===== src/rtl/uwire_pkg.sv =====
package uwire_pkg;

  typedef enum logic [2:0] {
    ST_IDLE,
    ST_HDR,
    ST_DATA,
    ST_READ,
    ST_HOLD,
    ST_STATUS
  } state_t;

  typedef enum logic [1:0] {
    PEND_NONE,
    PEND_ERASE,
    PEND_WRITE
  } pend_t;

  // opcode field that follows the start bit
  localparam logic [1:0] OP_READ = 2'b10;
  localparam logic [1:0] OP_MISC = 2'b00;

  // sub-command in the two top address bits when opcode is OP_MISC
  localparam logic [1:0] SUB_ENABLE    = 2'b11;
  localparam logic [1:0] SUB_DISABLE   = 2'b00;
  localparam logic [1:0] SUB_ERASE_ALL = 2'b10;
  localparam logic [1:0] SUB_WRITE_ALL = 2'b01;

endpackage


===== src/rtl/uwire_array.sv =====
module uwire_array #(
  parameter int ADDR_W = 4,
  parameter int DATA_W = 8
) (
  input  logic              clk,
  input  logic              we,
  input  logic [ADDR_W-1:0] waddr,
  input  logic [DATA_W-1:0] wdata,
  input  logic [ADDR_W-1:0] raddr,
  output logic [DATA_W-1:0] rdata
);
  localparam int DEPTH = 1 << ADDR_W;

  logic [DATA_W-1:0] mem [DEPTH];

  // one write port and one registered read port, so the memory maps to block RAM
  always_ff @(posedge clk) begin
    if (we) mem[waddr] <= wdata;
    rdata <= mem[raddr];
  end

endmodule


===== src/rtl/uwire_cycle_timer.sv =====
module uwire_cycle_timer #(
  parameter int ADDR_W    = 4,
  parameter int ERASE_CYC = 40,
  parameter int WRITE_CYC = 80
) (
  input  logic              clk,
  input  logic              rst,
  input  logic              start,
  input  logic              start_write,
  output logic              busy,
  output logic              fill_we,
  output logic [ADDR_W-1:0] fill_addr,
  output logic              fill_ones
);
  localparam int DEPTH = 1 << ADDR_W;
  localparam int CW    = $clog2(WRITE_CYC + 1);

  logic [CW-1:0] cnt;
  logic          is_write;
  logic [CW-1:0] last;
  logic [CW-1:0] second_off;
  logic          in_first, in_second;

  assign last       = is_write ? CW'(WRITE_CYC - 1) : CW'(ERASE_CYC - 1);
  assign second_off = cnt - CW'(ERASE_CYC);
  assign in_first   = cnt < CW'(DEPTH);
  assign in_second  = is_write && (cnt >= CW'(ERASE_CYC)) &&
                      (cnt < CW'(ERASE_CYC + DEPTH));

  // first sweep loads ones; the write cycle then sweeps the data word in
  assign fill_ones = cnt < CW'(ERASE_CYC);
  assign fill_we   = busy && (in_first || in_second);
  assign fill_addr = fill_ones ? cnt[ADDR_W-1:0] : second_off[ADDR_W-1:0];

  always_ff @(posedge clk) begin
    if (rst) begin
      busy     <= 1'b0;
      cnt      <= '0;
      is_write <= 1'b0;
    end else if (start && !busy) begin
      busy     <= 1'b1;
      cnt      <= '0;
      is_write <= start_write;
    end else if (busy) begin
      if (cnt == last) busy <= 1'b0;
      else             cnt  <= cnt + 1'b1;
    end
  end

endmodule


===== src/rtl/uwire_mem_slave.sv =====
module uwire_mem_slave
  import uwire_pkg::*;
#(
  parameter int ADDR_W    = 4,
  parameter int DATA_W    = 8,
  parameter int ERASE_CYC = 40,
  parameter int WRITE_CYC = 80
) (
  input  logic clk,
  input  logic rst,
  input  logic serial_cs,
  input  logic serial_clk,
  input  logic serial_din,
  output logic serial_dout,
  output logic serial_dout_oe
);
  localparam int HDR_W = 2 + ADDR_W;
  localparam int MAX_W = (HDR_W > DATA_W) ? HDR_W : DATA_W;
  localparam int BW    = $clog2(MAX_W + 1);
  localparam int IW    = (DATA_W > 1) ? $clog2(DATA_W) : 1;

  state_t            state;
  pend_t             pend;
  logic              wen_q;
  logic              cs_q, sclk_q;
  logic [BW-1:0]     bit_cnt;
  logic [HDR_W-1:0]  hdr;
  logic [DATA_W-1:0] wral_data;
  logic [ADDR_W-1:0] rd_addr;
  logic [IW-1:0]     rd_idx;

  logic              sclk_rise, cs_fall;
  logic [HDR_W-1:0]  hdr_next;
  logic [1:0]        op, sub;
  logic [ADDR_W-1:0] hdr_addr;

  logic              cyc_busy, fill_we, fill_ones;
  logic [ADDR_W-1:0] fill_addr;
  logic [DATA_W-1:0] arr_wdata, arr_rdata;

  assign sclk_rise = serial_clk & ~sclk_q;
  assign cs_fall   = cs_q & ~serial_cs;
  assign hdr_next  = {hdr[HDR_W-2:0], serial_din};
  assign op        = hdr_next[HDR_W-1 -: 2];
  assign sub       = hdr_next[ADDR_W-1 -: 2];
  assign hdr_addr  = hdr_next[ADDR_W-1:0];
  assign arr_wdata = fill_ones ? {DATA_W{1'b1}} : wral_data;

  uwire_cycle_timer #(
    .ADDR_W(ADDR_W), .ERASE_CYC(ERASE_CYC), .WRITE_CYC(WRITE_CYC)
  ) u_timer (
    .clk(clk), .rst(rst),
    .start(cs_fall && (pend != PEND_NONE)),
    .start_write(pend == PEND_WRITE),
    .busy(cyc_busy), .fill_we(fill_we),
    .fill_addr(fill_addr), .fill_ones(fill_ones)
  );

  uwire_array #(.ADDR_W(ADDR_W), .DATA_W(DATA_W)) u_array (
    .clk(clk), .we(fill_we), .waddr(fill_addr), .wdata(arr_wdata),
    .raddr(rd_addr), .rdata(arr_rdata)
  );

  always_ff @(posedge clk) begin
    if (rst) begin
      state          <= ST_IDLE;
      pend           <= PEND_NONE;
      wen_q          <= 1'b0;
      cs_q           <= 1'b0;
      sclk_q         <= 1'b0;
      bit_cnt        <= '0;
      hdr            <= '0;
      wral_data      <= '0;
      rd_addr        <= '0;
      rd_idx         <= '0;
      serial_dout    <= 1'b0;
      serial_dout_oe <= 1'b0;
    end else begin
      cs_q   <= serial_cs;
      sclk_q <= serial_clk;
      if (!serial_cs) begin
        // deselect drops any partial command and any pending bulk request
        state          <= ST_IDLE;
        pend           <= PEND_NONE;
        bit_cnt        <= '0;
        serial_dout    <= 1'b0;
        serial_dout_oe <= 1'b0;
      end else begin
        unique case (state)
          ST_IDLE: begin
            if (cyc_busy) begin
              state          <= ST_STATUS;
              serial_dout    <= 1'b0;
              serial_dout_oe <= 1'b1;
            end else if (sclk_rise && serial_din) begin
              state   <= ST_HDR;
              bit_cnt <= '0;
            end
          end
          ST_HDR: if (sclk_rise) begin
            hdr <= hdr_next;
            if (bit_cnt == BW'(HDR_W - 1)) begin
              bit_cnt <= '0;
              state   <= ST_HOLD;
              if (op == OP_READ) begin
                state          <= ST_READ;
                rd_addr        <= hdr_addr;
                rd_idx         <= IW'(DATA_W - 1);
                serial_dout    <= 1'b0;
                serial_dout_oe <= 1'b1;
              end else if (op == OP_MISC) begin
                case (sub)
                  SUB_ENABLE:    wen_q <= 1'b1;
                  SUB_DISABLE:   wen_q <= 1'b0;
                  SUB_ERASE_ALL: if (wen_q) pend <= PEND_ERASE;
                  default:       if (wen_q) state <= ST_DATA;
                endcase
              end
            end else begin
              bit_cnt <= bit_cnt + 1'b1;
            end
          end
          ST_DATA: if (sclk_rise) begin
            wral_data <= {wral_data[DATA_W-2:0], serial_din};
            if (bit_cnt == BW'(DATA_W - 1)) begin
              pend  <= PEND_WRITE;
              state <= ST_HOLD;
            end else begin
              bit_cnt <= bit_cnt + 1'b1;
            end
          end
          ST_READ: if (sclk_rise) begin
            serial_dout <= arr_rdata[rd_idx];
            if (rd_idx == '0) begin
              rd_idx  <= IW'(DATA_W - 1);
              rd_addr <= rd_addr + 1'b1;
            end else begin
              rd_idx <= rd_idx - 1'b1;
            end
          end
          ST_STATUS: begin
            serial_dout_oe <= 1'b1;
            serial_dout    <= ~cyc_busy;
          end
          default: ;
        endcase
      end
    end
  end

endmodule


===== config.mk =====
export PLATFORM = sky130hd
export DESIGN_NAME = uwire_mem_slave
export DESIGN_NICKNAME = d
export VERILOG_FILES = /design/src/rtl/uwire_pkg.sv /design/src/rtl/uwire_array.sv /design/src/rtl/uwire_cycle_timer.sv /design/src/rtl/uwire_mem_slave.sv
export SDC_FILE = /design/constraint.sdc
export NUM_CORES = 1
export LEC_CHECK = 0
export BUFFER_PORTS_ARGS = -buffer_cell sky130_fd_sc_hd__buf_2
export CORE_AREA = 8 8 120 122
export CTS_BUF_LIST = sky130_fd_sc_hd__clkbuf_16
export DETAILED_ROUTE_END_ITERATION = 8
export DIE_AREA = 0 0 128 130
export PLACE_DENSITY = 0.76
export SETUP_SLACK_MARGIN = 0.02
export SYNTH_ARGS = -nofsm -noshare
export SYNTH_HDL_FRONTEND = slang
export SYNTH_SLANG_ARGS = --single-unit
export TNS_END_PERCENT = 10

===== constraint.sdc =====
create_clock -name clk -period 3.2 [get_ports clk]
set_clock_uncertainty 0.1 [all_clocks]
set_input_delay 0.48 -clock clk [delete_from_list [all_inputs] [get_ports clk]]
set_output_delay 0.48 -clock clk [all_outputs]
set_load 0.01 [all_outputs]

==> key figures, run 1 <==
Power
  – Seq pwr share: 56.6%
  – Leakage: 2.49 nW
  – Internal power: 3.45 mW
  – Sw Ratio: 20.6%
  – Power share of the clock group: 42.4%
  – Logic pwr share: 1.0%
  – Net Sw Power: 0.892 mW
  – Worst vdd ir: 0.402 mV
  – PwrDens: 529 nW/um^2

Worst hold path
  – Hold Startpoint: serial_clk
  – Min-Delay Path Class: input port to register
  – Hold path depth: 2
  – Hold EP: sclk_q

Timing
  – Final hold vios: 0
  – Unrepaired setup endpoints after global routing: no
  – Worst Tran Pin Value: 720 ps
  – Fmax: 370 MHz
  – Fin crit share: 84.4%
  – Setup TNS: 0 ps
  – Slew margin rel.: 51.8%
  – Final critical path time including I/O delays and setup: 2700 ps
  – Final setup vio count: 0
  – Fin. max-slew vios: 0

Synthesis
  – Register area share after synthesis: 65.3%
  – Synth cell types: 61
  – Yosys top cell area share: 51.6%
  – Synth top area cells: edfxtp_1, dfxtp_1, mux4_2
  – Cell taking the most area after synthesis: edfxtp_1
  – Synth Cell Area: 7440 sq um
  – Main synth FF type: edfxtp_1
  – Asr flop ratio synth: 0%
  – Post-synth EDFFs: 128
  – Synth warn: 0
  – Average size of a mapped cell: 15.3 sq um
  – Post-synthesis cell count: 488
  – Syn_nets: 505
  – Synth Register Bits: 179

Cells and area
  – Final instance area: 8200 sq um
  – Layout cells sized above 1: 20.8%
  – Most common cell after layout, fill and taps aside: edfxtp_1
  – Multi-input gate area: 2420 sq um
  – Diodes inserted: 0
  – Most frequent cells in the layout: edfxtp_1, dfxtp_1, nor2_1, mux4_2, nand2_1
  – Layout Nets: 519
  – FF/Latch Area: 4870 sq um
  – Synthesis-to-layout area growth: 10.2%
  – Fillcell total: 865

Floorplanning
  – Site row count: 41
  – Die area: 16600 sq um
  – Die X: 128 um
  – Die Y: 130 um
  – Starting Density: 60.0%
  – Core Box Area: 12400 sq um
  – Top Ports: 7

Worst setup path
  – R2R Path End: u_array.mem[4][7]
  – Cell count of the worst reg-to-reg path: 5
  – Worst endpoint required time: 3160 ps
  – Element type at the critical path end: register
  – Critical Path Source Type: register
  – CP arrival: 2660 ps
  – R2r startpoint: u_timer.cnt[3]
  – Slowest CP cell: nor2_1
  – Crit Path Max Fanout: 11
  – Setup CP Type: register to register
  – Reg-to-reg setup timing slack: 500 ps
  – Worst path max stage delay: 600 ps
  – Chain of cells forming the critical path: a21boi_0 > o32ai_1 > nor3b_1 > nand2_1 > nor2_1

GRT
  – First-pass GRT wire length: 23700 um
  – Vias in the first global route: 4141
  – Total track usage: 19.4%
  – Initial antenna violation count: 0
  – Largest net degree at the start of global routing: 36
  – Grt total ovfl: 0

Clock network
  – CTS buffer count: 17
  – TritonCTS clock tree: built
  – Post-cts resize count: 0
  – Post-CTS Setup Bufs: 0
  – Max clock buf depth: 2
  – Worst-path clk slew: 60 ps
  – Clk_lat worst skew: 430 ps
  – H-tree depth: 4
  – Hold buffer count at CTS: 0
  – Clock Tree Root: clkbuf_16
  – Clock Sinks: 179

Placed design
  – Placed inst area: 7690 sq um
  – DPL Wire Length: 9930 um
  – Routability cong.: 0.856
  – Port bufs: 6

Drt
  – DRT iter0 DRCs: 538
  – WL/cell: 21.9 um
  – Detail Route Antenna Nets: 0
  – # DRC: 0
  – Drt total wl: 15000 um
  – DR pass1 iterations: 5
  – Vias/cell: 6.16
  – Routed via count: 4229

Run status
  – Status: finished clean

Run
  – Maxcap violations: 0
[per-layer routing]
layer / vias up / track usage (%) / share of wire [%]
met5: - / 0 / 0
met4: 0 / 7.97 / 1.7
met3: 22 / 3.92 / 5.2
met1: 2163 / 26.1 / 45
li1: 1904 / - / -
met2: 140 / 30.5 / 48
[worst max path at each step]
| stage | cells after the start | end | start | slack (ps) |
|---|---|---|---|---|
| 6_report | 5 | u_array.mem[4][7] | u_timer.cnt[3] | 500 |
| 2_1_floorplan | 6 | u_array.mem[11][0] | u_timer.cnt[3] | 780 |
| 3_5_place_dp | 5 | u_array.mem[4][5] | u_timer.cnt[3] | 530 |
| 5_1_grt | 5 | u_array.mem[5][0] | u_timer.cnt[3] | 240 |
| 4_1_cts | 5 | u_array.mem[4][7] | u_timer.cnt[3] | 520 |
| 3_3_place_gp | 5 | u_array.mem[14][1] | u_timer.cnt[3] | 750 |
[synthesized netlist by cell type, drive strengths merged, types with 2 or more instances]
cell type and count:
a21boi 2, a21o 3, a21oi 19, a311oi 3, a31oi 2, and2b 2, buf 7, clkbuf 15
dfxtp 51, edfxtp 128, ha 12, inv 14, mux2i 16, mux4 42, nand2 20, nand2b 5
nand3 9, nand3b 6, nand4 2, nand4b 2, nor2 49, nor2b 5, nor3 14, nor3b 5
nor4 2, nor4b 2, o211ai 2, o21a 2, o21ai 10, o31ai 3, o41ai 2, or2 10
xnor2 4, xor2 2
[per-stage QoR]
step | instances | hold WS [ps] | setup slack (ps) | util, % | power, mW
2_1_floorplan | 488 | 347 | 780 | - | 2.54
3_3_place_gp | 655 | 371 | 748 | 61.9 | 2.55
3_5_place_dp | 655 | 386 | 528 | 61.9 | 2.55
4_1_cts | 686 | 188 | 521 | 66.1 | 4.35
5_1_grt | 686 | 230 | 242 | 66.1 | 4.45
6_report | 686 | 204 | 500 | 66.1 | 4.34
[flip-flops by register name, indices dropped and copies added, names as in the netlist, 2 cells and up]
register	flops
u_array.mem	128
u_array.rdata	8
wral_data	8
u_timer.cnt	7
hdr	5
bit_cnt	4
rd_addr	4
rd_idx	3
state	3
pend	2
[worst max-delay path, delay by kind of cell, from the launching register on]
family	cells	cell delay (ps)
AND/OR/NAND/NOR	3	1330
flip-flops	1	550
AO/OA/AOI/OAI	2	360
[power by group through the flow]
stage,combinational (mW),clock (mW),sequential (mW)
6_report,0.0432,1.84,2.46
5_1_grt,0.0480,1.95,2.45
4_1_cts,0.0432,1.85,2.46
3_5_place_dp,0.0427,0,2.51
3_3_place_gp,0.0414,0,2.51
2_1_floorplan,0.0318,0,2.50
[final cells by class]
type,instances,share of cell area (%)
Clock buffer,17,5.19
Inverter,15,0.717
Tap cell,172,2.62
Timing Repair Buffer,17,1.53
Multi-Input combinational cell,272,29.5
Clock inverter,14,1.10
Sequential cell,179,59.3
[cell families after synthesis]
family,synth area share [%]
AOI/OAI and AO/OA,4.97
xor gates and xnor gates,0.706
adders and majority gates,2.02
buffers and inverters,2.13
DFF,65.3
muxes,15.0
and+or+nand+nor,9.82
(Power assumes the default switching activity.)
==> run 2, diff against run 1 <==
==> constraint.sdc (replaced) <==
create_clock -name clk -period 2.6 [get_ports clk]
set_clock_uncertainty 0.1 [all_clocks]
set_input_delay 0.39 -clock clk [delete_from_list [all_inputs] [get_ports clk]]
set_output_delay 0.39 -clock clk [all_outputs]
set_load 0.01 [all_outputs]
==> run 2 against run 1 <==
Against the previous run:
- non-clock buffer count up 13
- power up 29%
- utilization up 1.3 points
- clock power up 37%
- critical path type unchanged
- clock-buffer cell count unchanged
- critical path depth up 1
- die area unchanged
- sequential power up 23%
==> key figures, run 2 (same netlist as run 1, synthesis figures left out) <==
Drt
  – Drt total wl: 15000 um (about the same)
  – WL/cell: 21.5 um (was 21.9 um)
  – DR pass1 iterations: 5 (unchanged)
  – Vias/cell: 6.01 (was 6.16)
  – DRT iter0 DRCs: 392 (was 538)
  – # DRC: 0 (unchanged)
  – Routed via count: 4210 (was 4229)
  – Detail Route Antenna Nets: 0 (unchanged)

Worst hold path
  – Min-Delay Path Class: input port to register (unchanged)
  – Hold path depth: 2 (unchanged)

GRT
  – Total track usage: 19.4% (about the same)
  – Vias in the first global route: 4227 (was 4141)
  – Grt total ovfl: 0 (unchanged)
  – Largest net degree at the start of global routing: 37 (was 36)
  – Initial antenna violation count: 0 (unchanged)
  – First-pass GRT wire length: 23700 um (unchanged)

Power
  – Worst vdd ir: 0.553 mV (was 0.402 mV)
  – PwrDens: 669 nW/um^2 (was 529 nW/um^2)
  – Leakage: 2.59 nW (was 2.49 nW)

Timing
  – Final hold vios: 0 (unchanged)
  – Fin crit share: 84.4% (about the same)
  – Fmax: 456 MHz (was 370 MHz)
  – Final hold slack: 125 ps (was 204 ps)
  – Setup TNS: 0 ps (unchanged)
  – Unrepaired setup endpoints after global routing: no (unchanged)
  – Slew margin rel.: 56.6% (was 51.8%)
  – Final setup vio count: 0 (unchanged)
  – Worst Tran Pin Value: 650 ps (was 720 ps)
  – Fin. max-slew vios: 0 (unchanged)
  – Final critical path time including I/O delays and setup: 2200 ps (was 2700 ps)

Worst setup path
  – CP arrival: 2410 ps (was 2660 ps)
  – Element type at the critical path end: register (unchanged)
  – Chain of cells forming the critical path: nand3b_2 > a21oi_1 > buf_4 > nor4_4 > o21ai_1 > a32o_1 (was a21boi_0 > o32ai_1 > nor3b_1 > nand2_1 > nor2_1)
  – Crit Path Max Fanout: 14 (was 11)
  – CP delay by family, top: simple AND/OR/NAND/NOR gates (unchanged)
  – Critical Path Source Type: register (unchanged)
  – CP bufs+invs: 1 (was 0)
  – CP Depth: 6 (was 5)
  – Worst endpoint required time: 2820 ps (was 3160 ps)
  – Worst path max stage delay: 580 ps (was 600 ps)
  – Setup CP Type: register to register (unchanged)
  – Cell count of the worst reg-to-reg path: 6 (was 5)
  – Slowest CP cell: dfxtp_1 (was nor2_1)

Cells and area
  – Top flop regs: u_array.mem: 128 flops, u_array.rdata: 8 flops, wral_data: 8 flops (unchanged)
  – Diodes inserted: 0 (unchanged)
  – Layout Nets: 532 (was 519)
  – Max FFs per register: 128 (unchanged)
  – Synthesis-to-layout area growth: 12.4% (was 10.2%)
  – Largest Register: u_array.mem (unchanged)
  – Most common cell after layout, fill and taps aside: edfxtp_1 (unchanged)
  – Most frequent cells in the layout: edfxtp_1, dfxtp_1, nor2_1, mux4_2, buf_4 (was edfxtp_1, dfxtp_1, nor2_1, mux4_2, nand2_1)
  – Layout cells sized above 1: 22.9% (was 20.8%)
  – Fillcell total: 838 (was 865)

Floorplanning
  – Core Box Area: 12400 sq um (unchanged)
  – Site row count: 41 (unchanged)
  – Die X: 128 um (unchanged)
  – Die area: 16600 sq um (unchanged)
  – Starting Density: 60.0% (unchanged)
  – Die Y: 130 um (unchanged)
  – Top Ports: 7 (unchanged)

Clock network
  – Post-cts resize count: 0 (unchanged)
  – Hold buffer count at CTS: 0 (unchanged)
  – Worst-path clk slew: 60 ps (about the same)
  – Clock Sinks: 179 (unchanged)
  – CTS buffer count: 17 (unchanged)
  – H-tree depth: 4 (unchanged)
  – Post-CTS Setup Bufs: 0 (unchanged)
  – Clk_lat worst skew: 430 ps (about the same)
  – Clock Tree Root: clkbuf_16 (unchanged)
  – TritonCTS clock tree: built (unchanged)
  – Max clock buf depth: 2 (unchanged)

Run
  – Maxcap violations: 0 (unchanged)

Run status
  – Status: finished clean (unchanged)

Placed design
  – Routability cong.: 0.870 (was 0.856)
  – DPL Wire Length: 9810 um (was 9930 um)
  – Port bufs: 6 (unchanged)
## run 2: layout make-up
| type | count | area (sq um) | area share, % |
|---|---|---|---|
| Sequential cell | 179 | 4870 | 58.2 |
| Multi-Input combinational cell | 272 | 2420 | 28.9 |
| Clock buffer | 17 | 425 | 5.08 |
| Timing Repair Buffer | 30 | 223 | 2.66 |
| Tap cell | 172 | 215 | 2.57 |
| Clock inverter | 15 | 158 | 1.88 |
| Inverter | 15 | 58.8 | 0.703 |
## run 2: metal layers
layer  part of all wire (%)  wire (um)  GRT usage, %  vias up
li1                       -          -             -     1934
met1                     43       6540          25.0     2117
met2                     50       7560          32.1      141
met3                    5.1        767          4.73       18
met4                    1.1        172          6.01        0
met5                      0          0             0        -
## run 2: worst paths after layout
check | start | slack, ps | to
min reg2reg | pend[1] | 390 | pend[1]
max reg2reg | state[2] | 400 | rd_addr[2]
min | serial_clk | 120 | sclk_q
max | state[2] | 400 | rd_addr[2]
## run 2: stage by stage
stage	cells	worst slack, ps	util (%)	total power [mW]	area [sq um]
6_report	700	405	67.4	5.60	8370
3_3_place_gp	668	559	62.7	3.14	7780
2_1_floorplan	488	180	-	3.12	7440
4_1_cts	700	432	67.4	5.62	8370
5_1_grt	700	239	67.4	5.74	8370
3_5_place_dp	668	475	62.7	3.14	7780
## run 2: report_power, final
part | leakage (nW) | internal, mW | switching [mW]
combinational | 0.802 | 0.0184 | 0.0362
sequential | 1.50 | 3.02 | 0.00385
clock | 0.285 | 1.43 | 1.09
==> run 3, diff against run 2 <==
--- a/config.mk
+++ b/config.mk
@@ -5,12 +5,13 @@
 export SDC_FILE = /design/constraint.sdc
 export NUM_CORES = 1
 export LEC_CHECK = 0
+export ABC_AREA = 1
 export BUFFER_PORTS_ARGS = -buffer_cell sky130_fd_sc_hd__buf_2
-export CORE_AREA = 8 8 120 122
+export CORE_AREA = 8 8 127 129
 export CTS_BUF_LIST = sky130_fd_sc_hd__clkbuf_16
 export DETAILED_ROUTE_END_ITERATION = 8
-export DIE_AREA = 0 0 128 130
-export PLACE_DENSITY = 0.76
+export DIE_AREA = 0 0 135 137
+export PLACE_DENSITY = 0.74
 export SETUP_SLACK_MARGIN = 0.02
 export SYNTH_ARGS = -nofsm -noshare
 export SYNTH_HDL_FRONTEND = slang
==> constraint.sdc (replaced) <==
create_clock -name clk -period 2 [get_ports clk]
set_clock_uncertainty 0.1 [all_clocks]
set_input_delay 0.3 -clock clk [delete_from_list [all_inputs] [get_ports clk]]
set_output_delay 0.3 -clock clk [all_outputs]
set_load 0.01 [all_outputs]
==> run 3 against run 2 <==
Against the previous run:
- sequential cell count is the same
- utilization fell by 5.2 points
- sequential share of layout area down 3.0 points
- clock-buffer cell count increased by 1
==> key figures, run 3 <==
Run status
  – Status: finished clean (unchanged)

Cells and area
  – Top flop regs: u_array.mem: 128 flops, u_array.rdata: 8 flops, wral_data: 8 flops (unchanged)
  – Post-layout util: 62.2% (was 67.4%)
  – Max FFs per register: 128 (unchanged)
  – Synthesis-to-layout area growth: 13.2% (was 12.4%)
  – Layout Nets: 856 (was 532)
  – Most common cell after layout, fill and taps aside: nor2_1 (was edfxtp_1)
  – Largest Register: u_array.mem (unchanged)
  – Most frequent cells in the layout: nor2_1, edfxtp_1, nand2_1, o21ai_0, inv_1 (was edfxtp_1, dfxtp_1, nor2_1, mux4_2, buf_4)
  – Non-Filler Instances: 1036 (was 700)
  – Layout cells sized above 1: 11.0% (was 22.9%)
  – Diodes inserted: 0 (unchanged)

Worst setup path
  – CP arrival: 1890 ps (was 2410 ps)
  – Setup CP Type: register to register (unchanged)
  – CP bufs+invs: 3 (was 1)
  – Worst endpoint required time: 2030 ps (was 2820 ps)
  – R2R Path End: u_array.mem[13][6] (was rd_addr[2])
  – R2r startpoint: u_timer.cnt[5] (was state[2])
  – Crit path to: u_array.mem[13][6] (was rd_addr[2])
  – Chain of cells forming the critical path: nor2_1 > inv_1 > nand2_1 > o22ai_4 > nand3_1 > buf_4 > nor2_1 > buf_4 (was nand3b_2 > a21oi_1 > buf_4 > nor4_4 > o21ai_1 > a32o_1)
  – CP delay by family, top: buffers and inverters (was simple AND/OR/NAND/NOR gates)
  – Critical Path Source Type: register (unchanged)
  – Cell count of the worst reg-to-reg path: 8 (was 6)
  – Reg-to-reg setup timing slack: 140 ps (was 400 ps)
  – CP Depth: 8 (was 6)
  – Worst path max stage delay: 380 ps (was 580 ps)
  – Element type at the critical path end: register (unchanged)
  – Critical Path Source: u_timer.cnt[5] (was state[2])
  – Slowest CP cell: dfxtp_2 (was dfxtp_1)
  – Crit Path Max Fanout: 8 (was 14)

Placed design
  – Port bufs: 6 (unchanged)
  – Routability cong.: 0.958 (was 0.870)
  – DP Cell Count: 1003 (was 668)
  – DPL Wire Length: 12000 um (was 9810 um)

Synthesis
  – Synth warn: 0 (unchanged)
  – Synth Cell Area: 7810 sq um (was 7440 sq um)
  – Commonest cells post-synth: nor2_1, edfxtp_1, nand2_1 (was edfxtp_1, dfxtp_1, nor2_1)
  – Most common cell in the synthesized netlist: nor2_1 (was edfxtp_1)
  – Synth top area cells: edfxtp_1, dfxtp_1, nor2_1 (was edfxtp_1, dfxtp_1, mux4_2)
  – Synth Register Bits: 179 (unchanged)
  – Main synth FF type: edfxtp_1 (unchanged)
  – Cell taking the most area after synthesis: edfxtp_1 (unchanged)
  – Post-synthesis cell count: 811 (was 488)
  – Synth cell types: 29 (was 61)
  – Average size of a mapped cell: 9.63 sq um (was 15.3 sq um)
  – Asr flop ratio synth: 0% (unchanged)
  – Post-synth EDFFs: 128 (unchanged)
  – Register area share after synthesis: 62.3% (was 65.3%)
  – Syn_nets: 828 (was 505)
  – Yosys top cell area share: 49.2% (was 51.6%)

Run
  – Maxcap violations: 0 (unchanged)

Floorplanning
  – Die X: 135 um (was 128 um)
  – Starting Density: 55.0% (was 60.0%)
  – Top Ports: 7 (unchanged)
  – Die area: 18500 sq um (was 16600 sq um)
  – Die Y: 137 um (was 130 um)
  – Site row count: 44 (was 41)
  – Core Box Area: 14200 sq um (was 12400 sq um)

Clock network
  – H-tree depth: 4 (unchanged)
  – Clk_lat worst skew: 430 ps (about the same)
  – CTS buffer count: 17 (unchanged)
  – TritonCTS clock tree: built (unchanged)
  – Clock Sinks: 179 (unchanged)
  – Max clock buf depth: 2 (unchanged)
  – Post-CTS Setup Bufs: 0 (unchanged)
  – Clock Tree Root: clkbuf_16 (unchanged)
  – Worst-path clk slew: 60 ps (about the same)

GRT
  – Met3 Usage GRT: 3.93% (was 4.73%)
  – Initial antenna violation count: 0 (unchanged)
  – Grt total ovfl: 0 (unchanged)
  – Total track usage: 20.9% (was 19.4%)
  – Met1 GRT Util: 26.8% (was 25.0%)
  – First-pass GRT wire length: 29500 um (was 23700 um)
  – Largest net degree at the start of global routing: 62 (was 37)
  – Most crowded layer after global routing: met2 (unchanged)
  – Vias in the first global route: 5687 (was 4227)
  – Met2 GRT Util: 34.3% (was 32.1%)

Power
  – Leakage: 3.17 nW (was 2.59 nW)
  – PwrDens: 867 nW/um^2 (was 669 nW/um^2)
  – Worst vdd ir: 0.526 mV (was 0.553 mV)

Timing
  – Setup TNS: 0 ps (unchanged)
  – Unrepaired setup endpoints after global routing: yes (was no)
  – Worst Tran Pin Value: 493 ps (was 650 ps)
  – Slew margin rel.: 66.9% (was 56.6%)
  – Final setup vio count: 0 (unchanged)
  – Final hold vios: 0 (unchanged)
  – Fmax: 539 MHz (was 456 MHz)
  – Fin. max-slew vios: 0 (unchanged)
  – Fin crit share: 92.8% (was 84.4%)
  – Final critical path time including I/O delays and setup: 1860 ps (was 2200 ps)

Drt
  – DRT iter0 DRCs: 632 (was 392)
  – WL/cell: 17.7 um (was 21.5 um)
  – DR pass1 iterations: 5 (unchanged)
  – Drt total wl: 18300 um (was 15000 um)
  – Routed via count: 5856 (was 4210)
  – Detail Route Antenna Nets: 0 (unchanged)
  – Vias/cell: 5.65 (was 6.01)
  – # DRC: 0 (unchanged)

Worst hold path
  – Hold Startpoint: rst (was serial_clk)
  – Min-Delay Path Class: input port to register (unchanged)
## run 3: metrics by stage
| stage | total power, mW | hold WS [ps] | cell area, sq um | setup WS [ps] |
|---|---|---|---|---|
| after floorplan | 4.36 | 269 | 7810 | 31.1 |
| after global placement | 4.47 | 341 | 8220 | 56.6 |
| after detailed placement | 4.48 | 354 | 8220 | 27.5 |
| after CTS | 7.69 | 62.0 | 8810 | 0.965 |
| after global routing | 7.88 | 73.0 | 8840 | 0.629 |
| final | 7.66 | 80.3 | 8840 | 144 |
## run 3: cell type report
cell class / count / area, sq um
clock inverter: 14 / 124
clock buffer: 18 / 450
tap: 184 / 230
sequential: 179 / 4870
multi-input combinational: 544 / 2630
fill: 1152 / 5370
inverter: 59 / 221
timing repair buffer: 38 / 310
## run 3: worst min-delay path by stage
stage / endpoint / slack [ps] / depth (start not counted)
after floorplan: rd_idx[0] / 270 / 1
after global placement: serial_dout_oe / 340 / 2
after detailed placement: serial_dout_oe / 350 / 2
after CTS: u_timer.busy / 60 / 2
after global routing: rd_idx[0] / 70 / 2
final: rd_idx[0] / 80 / 2
## run 3: repair_timing
action / CTS / global route
hold buffers: 1 / 0
hold endpoints to repair: 1 / 0
setup endpoints to repair: 19 / 129
gates resized for setup: 0 / 8
cloned: 0 / 0
## run 3: power by group
group,total (mW),internal (mW),switching [mW]
sequential,3.99,3.96,0.0327
clock,3.25,1.89,1.36
combinational,0.413,0.132,0.281
## run 3: cells by family (layout without fill, tap and decap cells)
group / after synthesis / in the layout / synth area share [%]
adder cells (fa/ha/maj): 12 / 12 / 1.92
AND/OR/NAND/NOR: 374 / 374 / 20.0
AO/OA/AOI/OAI: 152 / 152 / 10.8
buffers and inverters: 88 / 129 / 4.34
XOR/XNOR: 6 / 6 / 0.673
flip-flops: 179 / 179 / 62.3
## run 3: routing by layer
layer	part of all wire, %	vias up
met5	0	-
met4	1.8	0
met3	6.2	29
met2	49	246
met1	43	2754
li1	-	2827
